`src/rtl/ur_pkg.sv`:
```
package ur_pkg;
  localparam int ID_W       = 5;
  localparam int POSTED_BIT = 5;
  localparam int ERR_BIT    = 6;
  localparam int HDR_KEEP_W = 16;

  typedef enum logic [1:0] {
    RT_LOC  = 2'd0,
    RT_FWD  = 2'd1,
    RT_RSP  = 2'd2,
    RT_DROP = 2'd3
  } route_e;
endpackage

```
`src/rtl/ur_id_match.sv`:
```
module ur_id_match #(
  parameter int ID_W = 5
) (
  input  logic            clk_i,
  input  logic            rst_ni,
  input  logic            cfg_we_i,
  input  logic [ID_W-1:0] cfg_base_i,
  input  logic [ID_W:0]   cfg_count_i,
  input  logic            cfg_end_i,
  input  logic [ID_W-1:0] id_i,
  output logic            own_o,
  output logic            end_o
);
  logic [ID_W-1:0] base_q;
  logic [ID_W:0]   count_q;
  logic            end_q;
  logic [ID_W:0]   ofs;

  always_ff @(posedge clk_i or negedge rst_ni) begin
    if (!rst_ni) begin
      base_q  <= '0;
      count_q <= '0;
      end_q   <= 1'b0;
    end else if (cfg_we_i) begin
      base_q  <= cfg_base_i;
      count_q <= cfg_count_i;
      end_q   <= cfg_end_i;
    end
  end

  assign ofs   = {1'b0, id_i} - {1'b0, base_q};
  assign own_o = (id_i != '0) && (id_i >= base_q) && (ofs < count_q);
  assign end_o = end_q;

  assert_host_id_not_owned_R2: assert property (@(posedge clk_i) disable iff (!rst_ni)
    (id_i == '0) |-> !own_o);
  assert_empty_range_owns_none_R1: assert property (@(posedge clk_i) disable iff (!rst_ni)
    (count_q == '0) |-> !own_o);
endmodule

```
`src/rtl/ur_fifo.sv`:
```
module ur_fifo #(
  parameter int W     = 34,
  parameter int DEPTH = 4
) (
  input  logic         clk_i,
  input  logic         rst_ni,
  input  logic         push_i,
  input  logic [W-1:0] push_data_i,
  input  logic         pop_i,
  output logic [W-1:0] head_o,
  output logic         full_o,
  output logic         empty_o
);
  localparam int AW = (DEPTH > 1) ? $clog2(DEPTH) : 1;
  localparam int CW = $clog2(DEPTH + 1);

  logic [W-1:0]  mem [DEPTH];
  logic [AW-1:0] wr_q, rd_q;
  logic [CW-1:0] cnt_q;

  assign full_o  = (cnt_q == CW'(DEPTH));
  assign empty_o = (cnt_q == '0);
  assign head_o  = mem[rd_q];

  always_ff @(posedge clk_i) begin
    if (push_i) mem[wr_q] <= push_data_i;
  end

  always_ff @(posedge clk_i or negedge rst_ni) begin
    if (!rst_ni) begin
      wr_q  <= '0;
      rd_q  <= '0;
      cnt_q <= '0;
    end else begin
      if (push_i) wr_q <= (wr_q == AW'(DEPTH - 1)) ? '0 : wr_q + 1'b1;
      if (pop_i)  rd_q <= (rd_q == AW'(DEPTH - 1)) ? '0 : rd_q + 1'b1;
      cnt_q <= cnt_q + CW'(push_i) - CW'(pop_i);
    end
  end

  assert_no_overflow_R8: assert property (@(posedge clk_i) disable iff (!rst_ni)
    full_o |-> !push_i);
  assert_no_underflow_R3: assert property (@(posedge clk_i) disable iff (!rst_ni)
    empty_o |-> !pop_i);
  assert_count_bound_R8: assert property (@(posedge clk_i) disable iff (!rst_ni)
    cnt_q <= CW'(DEPTH));
endmodule

```
`src/rtl/ur_rsp_slot.sv`:
```
module ur_rsp_slot #(
  parameter int W = 32
) (
  input  logic         clk_i,
  input  logic         rst_ni,
  input  logic         load_i,
  input  logic [W-1:0] hdr_i,
  input  logic         ready_i,
  output logic         valid_o,
  output logic [W-1:0] data_o
);
  logic [W-1:0] word;

  always_comb begin
    word = '0;
    word[ur_pkg::HDR_KEEP_W-1:0] = hdr_i[ur_pkg::HDR_KEEP_W-1:0];
    word[ur_pkg::ERR_BIT]        = 1'b1;
    word[ur_pkg::POSTED_BIT]     = 1'b0;
  end

  always_ff @(posedge clk_i or negedge rst_ni) begin
    if (!rst_ni) begin
      valid_o <= 1'b0;
      data_o  <= '0;
    end else if (load_i) begin
      valid_o <= 1'b1;
      data_o  <= word;
    end else if (ready_i) begin
      valid_o <= 1'b0;
    end
  end

  assert_rsp_hold_R7: assert property (@(posedge clk_i) disable iff (!rst_ni)
    (valid_o && !ready_i) |=> (valid_o && $stable(data_o)));
  assert_load_into_free_R7: assert property (@(posedge clk_i) disable iff (!rst_ni)
    load_i |-> !valid_o);
  assert_rsp_marked_R5: assert property (@(posedge clk_i) disable iff (!rst_ni)
    $rose(valid_o) |-> (data_o[ur_pkg::ERR_BIT] && !data_o[ur_pkg::POSTED_BIT]));
endmodule

```
`src/rtl/unit_id_router.sv`:
```
module unit_id_router #(
  parameter int DATA_W    = 32,
  parameter int FWD_DEPTH = 4,
  parameter int DROP_W    = 16
) (
  input  logic              clk_i,
  input  logic              rst_ni,
  input  logic              cfg_we_i,
  input  logic [4:0]        cfg_base_i,
  input  logic [5:0]        cfg_count_i,
  input  logic              cfg_end_i,
  input  logic              in_valid_i,
  output logic              in_ready_o,
  input  logic              in_sop_i,
  input  logic              in_eop_i,
  input  logic [DATA_W-1:0] in_data_i,
  output logic              loc_valid_o,
  input  logic              loc_ready_i,
  output logic              loc_sop_o,
  output logic              loc_eop_o,
  output logic [DATA_W-1:0] loc_data_o,
  output logic              fwd_valid_o,
  input  logic              fwd_ready_i,
  output logic              fwd_sop_o,
  output logic              fwd_eop_o,
  output logic [DATA_W-1:0] fwd_data_o,
  output logic              rsp_valid_o,
  input  logic              rsp_ready_i,
  output logic [DATA_W-1:0] rsp_data_o,
  output logic [DROP_W-1:0] drop_count_o
);
  import ur_pkg::*;
  localparam int QW = DATA_W + 2;

  logic          own, is_end, acc;
  route_e        hdr_route, cur_route, route_q;
  logic          q_full, q_empty, q_push, q_pop;
  logic [QW-1:0] q_head;
  logic          rsp_load, drop_inc;
  logic [DROP_W-1:0] drop_q;

  ur_id_match #(.ID_W(ID_W)) u_match (
    .clk_i, .rst_ni, .cfg_we_i, .cfg_base_i, .cfg_count_i, .cfg_end_i,
    .id_i (in_data_i[ID_W-1:0]), .own_o(own), .end_o(is_end)
  );

  always_comb begin
    if (own)                           hdr_route = RT_LOC;
    else if (!is_end)                  hdr_route = RT_FWD;
    else if (in_data_i[POSTED_BIT])    hdr_route = RT_DROP;
    else                               hdr_route = RT_RSP;
  end

  assign cur_route = in_sop_i ? hdr_route : route_q;

  always_comb begin
    case (cur_route)
      RT_LOC:  in_ready_o = loc_ready_i;
      RT_FWD:  in_ready_o = !q_full;
      RT_RSP:  in_ready_o = !(in_sop_i && rsp_valid_o);
      default: in_ready_o = 1'b1;
    endcase
  end

  assign acc = in_valid_i && in_ready_o;

  always_ff @(posedge clk_i or negedge rst_ni) begin
    if (!rst_ni)                route_q <= RT_LOC;
    else if (acc && in_sop_i)   route_q <= hdr_route;
  end

  // local path: same-cycle pass-through
  assign loc_valid_o = in_valid_i && (cur_route == RT_LOC);
  assign loc_sop_o   = in_sop_i;
  assign loc_eop_o   = in_eop_i;
  assign loc_data_o  = in_data_i;

  assign q_push = acc && (cur_route == RT_FWD);
  assign q_pop  = fwd_valid_o && fwd_ready_i;

  ur_fifo #(.W(QW), .DEPTH(FWD_DEPTH)) u_fwd_q (
    .clk_i, .rst_ni, .push_i(q_push), .push_data_i({in_sop_i, in_eop_i, in_data_i}),
    .pop_i(q_pop), .head_o(q_head), .full_o(q_full), .empty_o(q_empty)
  );

  assign fwd_valid_o = !q_empty;
  assign fwd_sop_o   = q_head[QW-1];
  assign fwd_eop_o   = q_head[QW-2];
  assign fwd_data_o  = q_head[DATA_W-1:0];

  assign rsp_load = acc && in_sop_i && (cur_route == RT_RSP);

  ur_rsp_slot #(.W(DATA_W)) u_rsp (
    .clk_i, .rst_ni, .load_i(rsp_load), .hdr_i(in_data_i),
    .ready_i(rsp_ready_i), .valid_o(rsp_valid_o), .data_o(rsp_data_o)
  );

  assign drop_inc = acc && in_sop_i && (cur_route == RT_DROP);

  always_ff @(posedge clk_i or negedge rst_ni) begin
    if (!rst_ni)                        drop_q <= '0;
    else if (drop_inc && drop_q != '1)  drop_q <= drop_q + 1'b1;
  end
  assign drop_count_o = drop_q;

  assert_drop_monotone_R6: assert property (@(posedge clk_i) disable iff (!rst_ni)
    1'b1 |=> (drop_q >= $past(drop_q)));
  assert_drop_seen_R6: assert property (@(posedge clk_i) disable iff (!rst_ni)
    drop_inc |=> (drop_q != '0));
  assert_single_sink_R3: assert property (@(posedge clk_i) disable iff (!rst_ni)
    $countones({q_push, rsp_load, drop_inc, acc && loc_valid_o}) <= 1);
endmodule

```
`config.mk`:
```
export PLATFORM = sky130hd
export DESIGN_NAME = unit_id_router
export DESIGN_NICKNAME = d
export VERILOG_FILES = /design/src/rtl/ur_pkg.sv /design/src/rtl/ur_id_match.sv /design/src/rtl/ur_fifo.sv /design/src/rtl/ur_rsp_slot.sv /design/src/rtl/unit_id_router.sv
export SDC_FILE = /design/constraint.sdc
export NUM_CORES = 1
export LEC_CHECK = 0
export BUFFER_PORTS_ARGS = -buffer_cell sky130_fd_sc_hd__buf_2
export CORE_MARGIN = 2
export CORE_UTILIZATION = 55
export CTS_CLUSTER_SIZE = 16
export DETAILED_ROUTE_END_ITERATION = 16
export GPL_ROUTABILITY_DRIVEN = 1
export PLACE_DENSITY = 0.76
export SETUP_SLACK_MARGIN = 0.3
export SYNTH_ARGS = -nofsm -noshare
export SYNTH_HDL_FRONTEND = slang
export SYNTH_HIERARCHICAL = 1
export SYNTH_SLANG_ARGS = --single-unit
```
`constraint.sdc`:
```
create_clock -name clk_i -period 5.3 [get_ports clk_i]
set_input_delay 1.06 -clock clk_i [delete_from_list [all_inputs] [get_ports clk_i]]
set_output_delay 1.06 -clock clk_i [all_outputs]
set_load 0.01 [all_outputs]
```
**After elaboration in Yosys (flattened, before gate mapping)**

Memories as Yosys holds them, arrays and structs flattened.
Index checks and enable logic that the tools add are counted.

- $add $sub $neg: 6
- $lt $le $gt $ge: 2
- Equal/unequal tests: 7
- Multiplexer cells: 11
- Reductions and logical operators: 18

Operators with widths:

| kind | number |
|---|---|
| adder 16 x 1 -> 16 bit (second input constant) | 1 |
| != test 16 bit (second input constant) | 1 |
| logical AND 1 bit | 11 |
| two-way mux 2 bit | 5 |
| == test 2 bit (second input constant) | 4 |
| less-than comparator 6 bit | 1 |
| subtractor 5 x 5 -> 6 bit | 1 |
| greater-or-equal comparator 5 bit | 1 |
| two-way mux 1 bit | 5 |
| nonzero test 5 bit | 1 |
| adder 2 x 1 -> 2 bit (second input constant) | 2 |
| adder 3 x 1 -> 3 bit | 1 |
| == test 3 bit (second input constant) | 1 |
| logical NOT 1 bit | 3 |
| logical NOT 3 bit | 1 |
| one-hot mux 1 bit (3 select lines) | 1 |
| subtractor 3 x 1 -> 3 bit | 1 |
| == test 2 x 1 -> 1 bit (second input constant) | 1 |
| logical NOT 2 bit | 1 |
| nonzero test 2 bit | 1 |

- Register bits after elaboration: 53
- Bits in writable memories: 136
- Output and inout port bits: 120
- Logic and storage cells: 55
- Memories: 1

Memories:

| name | depth | width | read ports | clocked after memory_dff | write ports | line | source |
|---|---|---|---|---|---|---|---|
| u_fwd_q.mem | 4 | 34 | 1 | 0 | 1 | ur_fifo.sv:17 | `logic [W-1:0] mem [DEPTH];` |

**Logic depth before layout (Yosys ltp)**

- Depth after elaboration: 11
- Depth in mapped cells: 20
- Gate-level depth less buffers: 20

**Cells and area by module**

The synthesis kept the hierarchy.

By module, submodules not included:

| module | times used | cells an instance | area each (µm²) |
|---|---|---|---|
| ur_fifo | 1 | 214 | 5371.4 |
| unit_id_router | 1 | 132 | 1253.7 |
| ur_id_match | 1 | 83 | 790.8 |
| ur_rsp_slot | 1 | 53 | 769.5 |

**Least setup slack after synthesis**

No wires, ideal clock.

- Path kind: input to register
- Start: input port in_data_i[0]
- End: memory u_fwd_q.mem[0][0] (enable)
- Setup time: 0.394 ns
- Arrival: 4.897 ns
- Setup slack: 0.008 ns
- Stages on the path: 17
- Buffers on the path: 0
- Cell sequence: inv_1 -> ha_1 -> inv_1 -> fa_1 -> a21o_1 -> a21oi_1 -> xnor2_1 -> ha_1 -> a21oi_2 -> o21ai_1 -> a211oi_2 -> nand3b_1 -> and3_1 -> mux2i_1 -> and2_1 -> nor3b_1 -> and2_1

- Word-level cells in the longest chain between the ends: 11
- Elaborated cells between the ends (all ways): 16
- Classes of those cells: 1 x add/sub; 2 x order compare; 2 x eq/ne; 5 x mux; 6 x reduce/logical

Ends and longest elaborated chain:

| what | line | source |
|---|---|---|
| start: declaration | unit_id_router.sv:16 | `input logic [DATA_W-1:0] in_data_i,` |
| subtractor 5 x 5 -> 6 bit, or another cell as far along | ur_id_match.sv:31 | `assign ofs = {1'b0, id_i} - {1'b0, base_q};` |
| less-than comparator 6 bit or logical AND 1 bit (tied branches) | ur_id_match.sv:32 | `assign own_o = (id_i != '0) && (id_i >= base_q) && (ofs < count_q);` |
| logical AND 1 bit (*) | ur_id_match.sv:32 |  |
| via own | unit_id_router.sv:35 | `logic own, is_end, acc;` |
| two-way mux 2 bit (*) | unit_id_router.sv:48 | `if (own) hdr_route = RT_LOC;` |
| two-way mux 2 bit (*) | unit_id_router.sv:54 | `assign cur_route = in_sop_i ? hdr_route : route_q;` |
| == test 2 bit, or another cell as far along | unit_id_router.sv:57 | `case (cur_route)` |
| one-hot mux 1 bit (3 select lines) | unit_id_router.sv:57 |  |
| logical AND 1 bit | unit_id_router.sv:65 | `assign acc = in_valid_i && in_ready_o;` |
| logical AND 1 bit (*) | unit_id_router.sv:78 | `assign q_push = acc && (cur_route == RT_FWD);` |
| via q_push | unit_id_router.sv:37 | `logic q_full, q_empty, q_push, q_pop;` |
| two-way mux 1 bit (*) | ur_fifo.sv:26 | `if (push_i) mem[wr_q] <= push_data_i;` |
| two-way mux 1 bit (not written as such) (*) | ur_fifo.sv:26 |  |
| end: declaration | ur_fifo.sv:17 |  |

Mark *: on every way through the listed nets, which the timed path passes. The rest lies on a longest branch.

**Worst setup path in the final report**

- Start: input port in_data_i[0]
- End: output port in_ready_o

- Word-level cells in the longest chain between the ends: 7
- Elaborated cells between the ends (all ways): 12
- Classes of those cells: 1 x add/sub; 2 x order compare; 2 x eq/ne; 3 x mux; 4 x reduce/logical

Ends and longest elaborated chain:

| what | line | source |
|---|---|---|
| subtractor 5 x 5 -> 6 bit, or another cell as far along | ur_id_match.sv:31 |  |
| less-than comparator 6 bit or logical AND 1 bit (tied branches) | ur_id_match.sv:32 |  |
| logical AND 1 bit (*) | ur_id_match.sv:32 |  |
| via own | unit_id_router.sv:35 |  |
| two-way mux 2 bit (*) | unit_id_router.sv:48 |  |
| two-way mux 2 bit (*) | unit_id_router.sv:54 |  |
| == test 2 bit, or another cell as far along | unit_id_router.sv:57 |  |
| one-hot mux 1 bit (3 select lines) (*) | unit_id_router.sv:57 |  |
| end: declaration | unit_id_router.sv:13 | `output logic in_ready_o,` |

Marks and branches as above.

==> flow_summary.toml <==
[clock_tree]
postCtsHoldBufs = 0
htree_num_levels = 4
clk_transition_reported_paths_ps = 60
root_buffer = "clkbuf_16"
cts_inserted_buffers = 17
cts_tree = "done"
cts_max_path_buffers = 2
insertion_delay_ps = 420
cts.sinks = 189

[timing]
fin_tns_setup_ps = 0
max_freq_mhz = 202
fin_skew_ps = 13.9
slew_viol_final = 0
min_period_ps = 4940
hold_viol = 0
finalSetupViolCount = 0
final.setup.worst_slack_ps = 356
max_slew.worst_pin.slew_ps = 837
max_slew_margin_pct = 44.2
rsz0062_at_grt = "true"
fin_crit_sh_pct = 93.3

[finish]
drive_gt1_share_pct = 43.3
fin_util_pct = 66.1
final_area_sq_um = 9610
nets = 700
fillCellCount = 1037
antenna_cells = 0
area_delta_synth_final_pct = 17.4

[job]
drv_cap = 0

[power_and_ir_drop]
power_density_nw_per_um2 = 458
ir_worst_vdd_mv = 0.248
p_leak_nw = 3.86

[yosys]
yosys_warnings = 6
synth_top_cell_area_share_pct = 49.9
synth.area.top_cells = "edfxtp_1 50%, dfrtp_1 16%, mux4_2 7.7%, buf_4 4.7%, ha_1 2.9%"
syn_area_sq_um = 8190
synth_edf_count = 136
yosysSeqAreaShare_pct = 66.1
yosys.cell_types.count = 53
yosysTopAreaCell = "edfxtp_1"
synth_area_per_cell_sq_um = 17.0
syn_inst = 482
async_flop_share_pct = 28.0
synthFlopType = "edfxtp_1"
synth_seq_cells = 189

[critical_path]
arrival_ps = 3880
critPathKind = "input pin to output pin"
critPathCaptureType = "output pin"
cp.required_ps = 4240
crit_fanout = 7
startpoint_type = "input pin"

[global_route]
grt_max_degree = 54
first_global_vias = 4513
grt_usage_pct = 19.5
grt_overflow = 0
grt_pass1_wl_mm = 23.6
antenna_found_initial = 0

[floorplanning]
coreArea_sq_um = 14500
io_pins = 173
dieWidth_um = 126
num_rows = 44
fp.dieArea_sq_um = 15900
start_util_pct = 56.3
die_y_um = 126

[detailed_routing]
wl_mm = 15.0
drt-initial-drc-count = 175
vias_per_cell = 5.34
ant_nets = 0
drcViolationCount = 0
vias = 4393
avgRoutedWirePerCell_um = 18.2
dr.pass1.iters = 5

[place]
placed_area_sq_um = 8860
dp.final_hpwl_mm = 9.63
pre_cts_ws_ps = -6.35
io_buffers = 155
finalWeightedCongestion = 0.831

[min_path]
hp-class = "flip-flop to flip-flop"

[outcome]
outcome = "complete, no violations"
[worst max-delay path, cell delays in order]
cell,delay (ps)
buf_12,110
clkinv_8,40
ha_4,110
inv_2,30
fa_2,370
a21o_1,200
a21oi_2,130
xnor2_1,80
ha_1,320
nand3_1,100
o21ai_2,170
a211oi_4,100
or2b_1,280
o22ai_4,160
mux2i_2,270
and2_4,190
inv_2,40
buf_6,110
[power breakdown]
part	switching, mW	internal [mW]	leakage, nW
registers	0.158	1.78	1.89
logic	0.592	0.634	1.70
clock network	0.503	0.735	0.274
[Yosys cell counts (4+ instances only)]
cell        n
buf_12      4
mux2_4      8
inv_1      22
nand3_1    14
mux2_2     10
buf_4      51
and2_1      7
edfxtp_1  136
a21oi_1     8
dfrtp_1    53
nand2_1    18
xor2_1      5
nor2_1      8
and3_1      7
mux4_1      6
ha_1       19
xnor2_1    12
buf_2       5
o21ai_0    14
mux4_2     28
[sequential cells by signal, summed over array words and instances, names as in the netlist]
name,count
route_q,2
u_match/base_q,5
u_fwd_q/wr_q,2
u_rsp/valid_o,1
drop_count_o,16
u_rsp/data_o,15
u_fwd_q/mem,136
u_fwd_q/cnt_q,3
u_fwd_q/rd_q,2
u_match/count_q,6
u_match/end_o,1
[worst paths after layout]
kind | slack (ps) | to | startpoint | cells past startpoint
max reg2reg | 1020 | u_fwd_q/mem[1][21] | u_match/base_q[0] | 19
min | 460 | u_rsp/data_o[6] | u_rsp/data_o[6] | 1
max in group asynchronous | 4030 | u_fwd_q/rd_q[1] | rst_ni | 2
max | 360 | in_ready_o | in_data_i[0] | 18
min reg2reg | 460 | u_rsp/data_o[6] | u_rsp/data_o[6] | 1
min in group asynchronous | 760 | drop_count_o[7] | rst_ni | 2
[through the flow]
| stage | cells | hold slack (ps) | power (mW) |
|---|---|---|---|
| 6_report | 823 | 465 | 4.40 |
| 2_1_floorplan | 498 | 458 | 2.78 |
| 3_5_place_dp | 784 | 448 | 3.15 |
| 4_1_cts | 820 | 465 | 4.43 |
| 3_3_place_gp | 784 | 441 | 3.11 |
| 5_1_grt | 823 | 508 | 4.62 |
[cell type report]
type                       instances  area (sq um)  share of cell area [%]
clock inverter                    13           149                    1.55
multi-input combinational        224          2320                    24.2
inverter                          22          95.1                   0.990
clock buffer                      19           433                    4.51
timing repair buffer             172           962                    10.0
sequential                       189          5410                    56.3
tap                              184           230                    2.40
[repair_timing]
action                                  CTS  global route
pin swaps                                 4            11
buffers inserted                          4             3
endpoints found under the setup margin    1             2
resized for setup                         7            20
[kinds of logic after synthesis]
| family | after synthesis | synth area share [%] |
|---|---|---|
| compound gates | 40 | 3.47 |
| xor+xnor | 17 | 1.82 |
| fa+ha+maj | 21 | 3.39 |
| buf+inv | 85 | 7.29 |
| flops | 189 | 66.1 |
| mux | 55 | 12.9 |
| other cells | 1 | 0.0458 |
| simple gates | 74 | 5.01 |
[per-layer routing]
metal	routed length [um]	up-vias	track usage, %
met1	6130	2188	25.7
met4	111	0	6.53
met3	843	10	4.67
li1	-	2038	-
met2	7910	157	32.4
met5	0	-	0
[cells in the final DEF (no fill, tap or decap), types with 3 or more instances in the layout]
master / instances
dfrtp_1: 51
mux2_4: 8
buf_4: 14
clkinv_2: 3
a21o_1: 3
clkinvlp_4: 3
mux4_1: 6
edfxtp_1: 136
nand3_1: 13
mux4_2: 28
o21ai_0: 14
inv_1: 19
clkbuf_16: 17
conb_1: 17
and2_2: 4
a21oi_2: 3
nand2_1: 18
a21oi_1: 7
and3_1: 7
xor2_1: 5
bufinv_16: 3
buf_2: 153
buf_12: 4
ha_1: 17
o21a_1: 3
xnor2_1: 11
mux2_2: 10
nand4_1: 3
nor2_1: 8
Power figures use the tool's default switching activity.
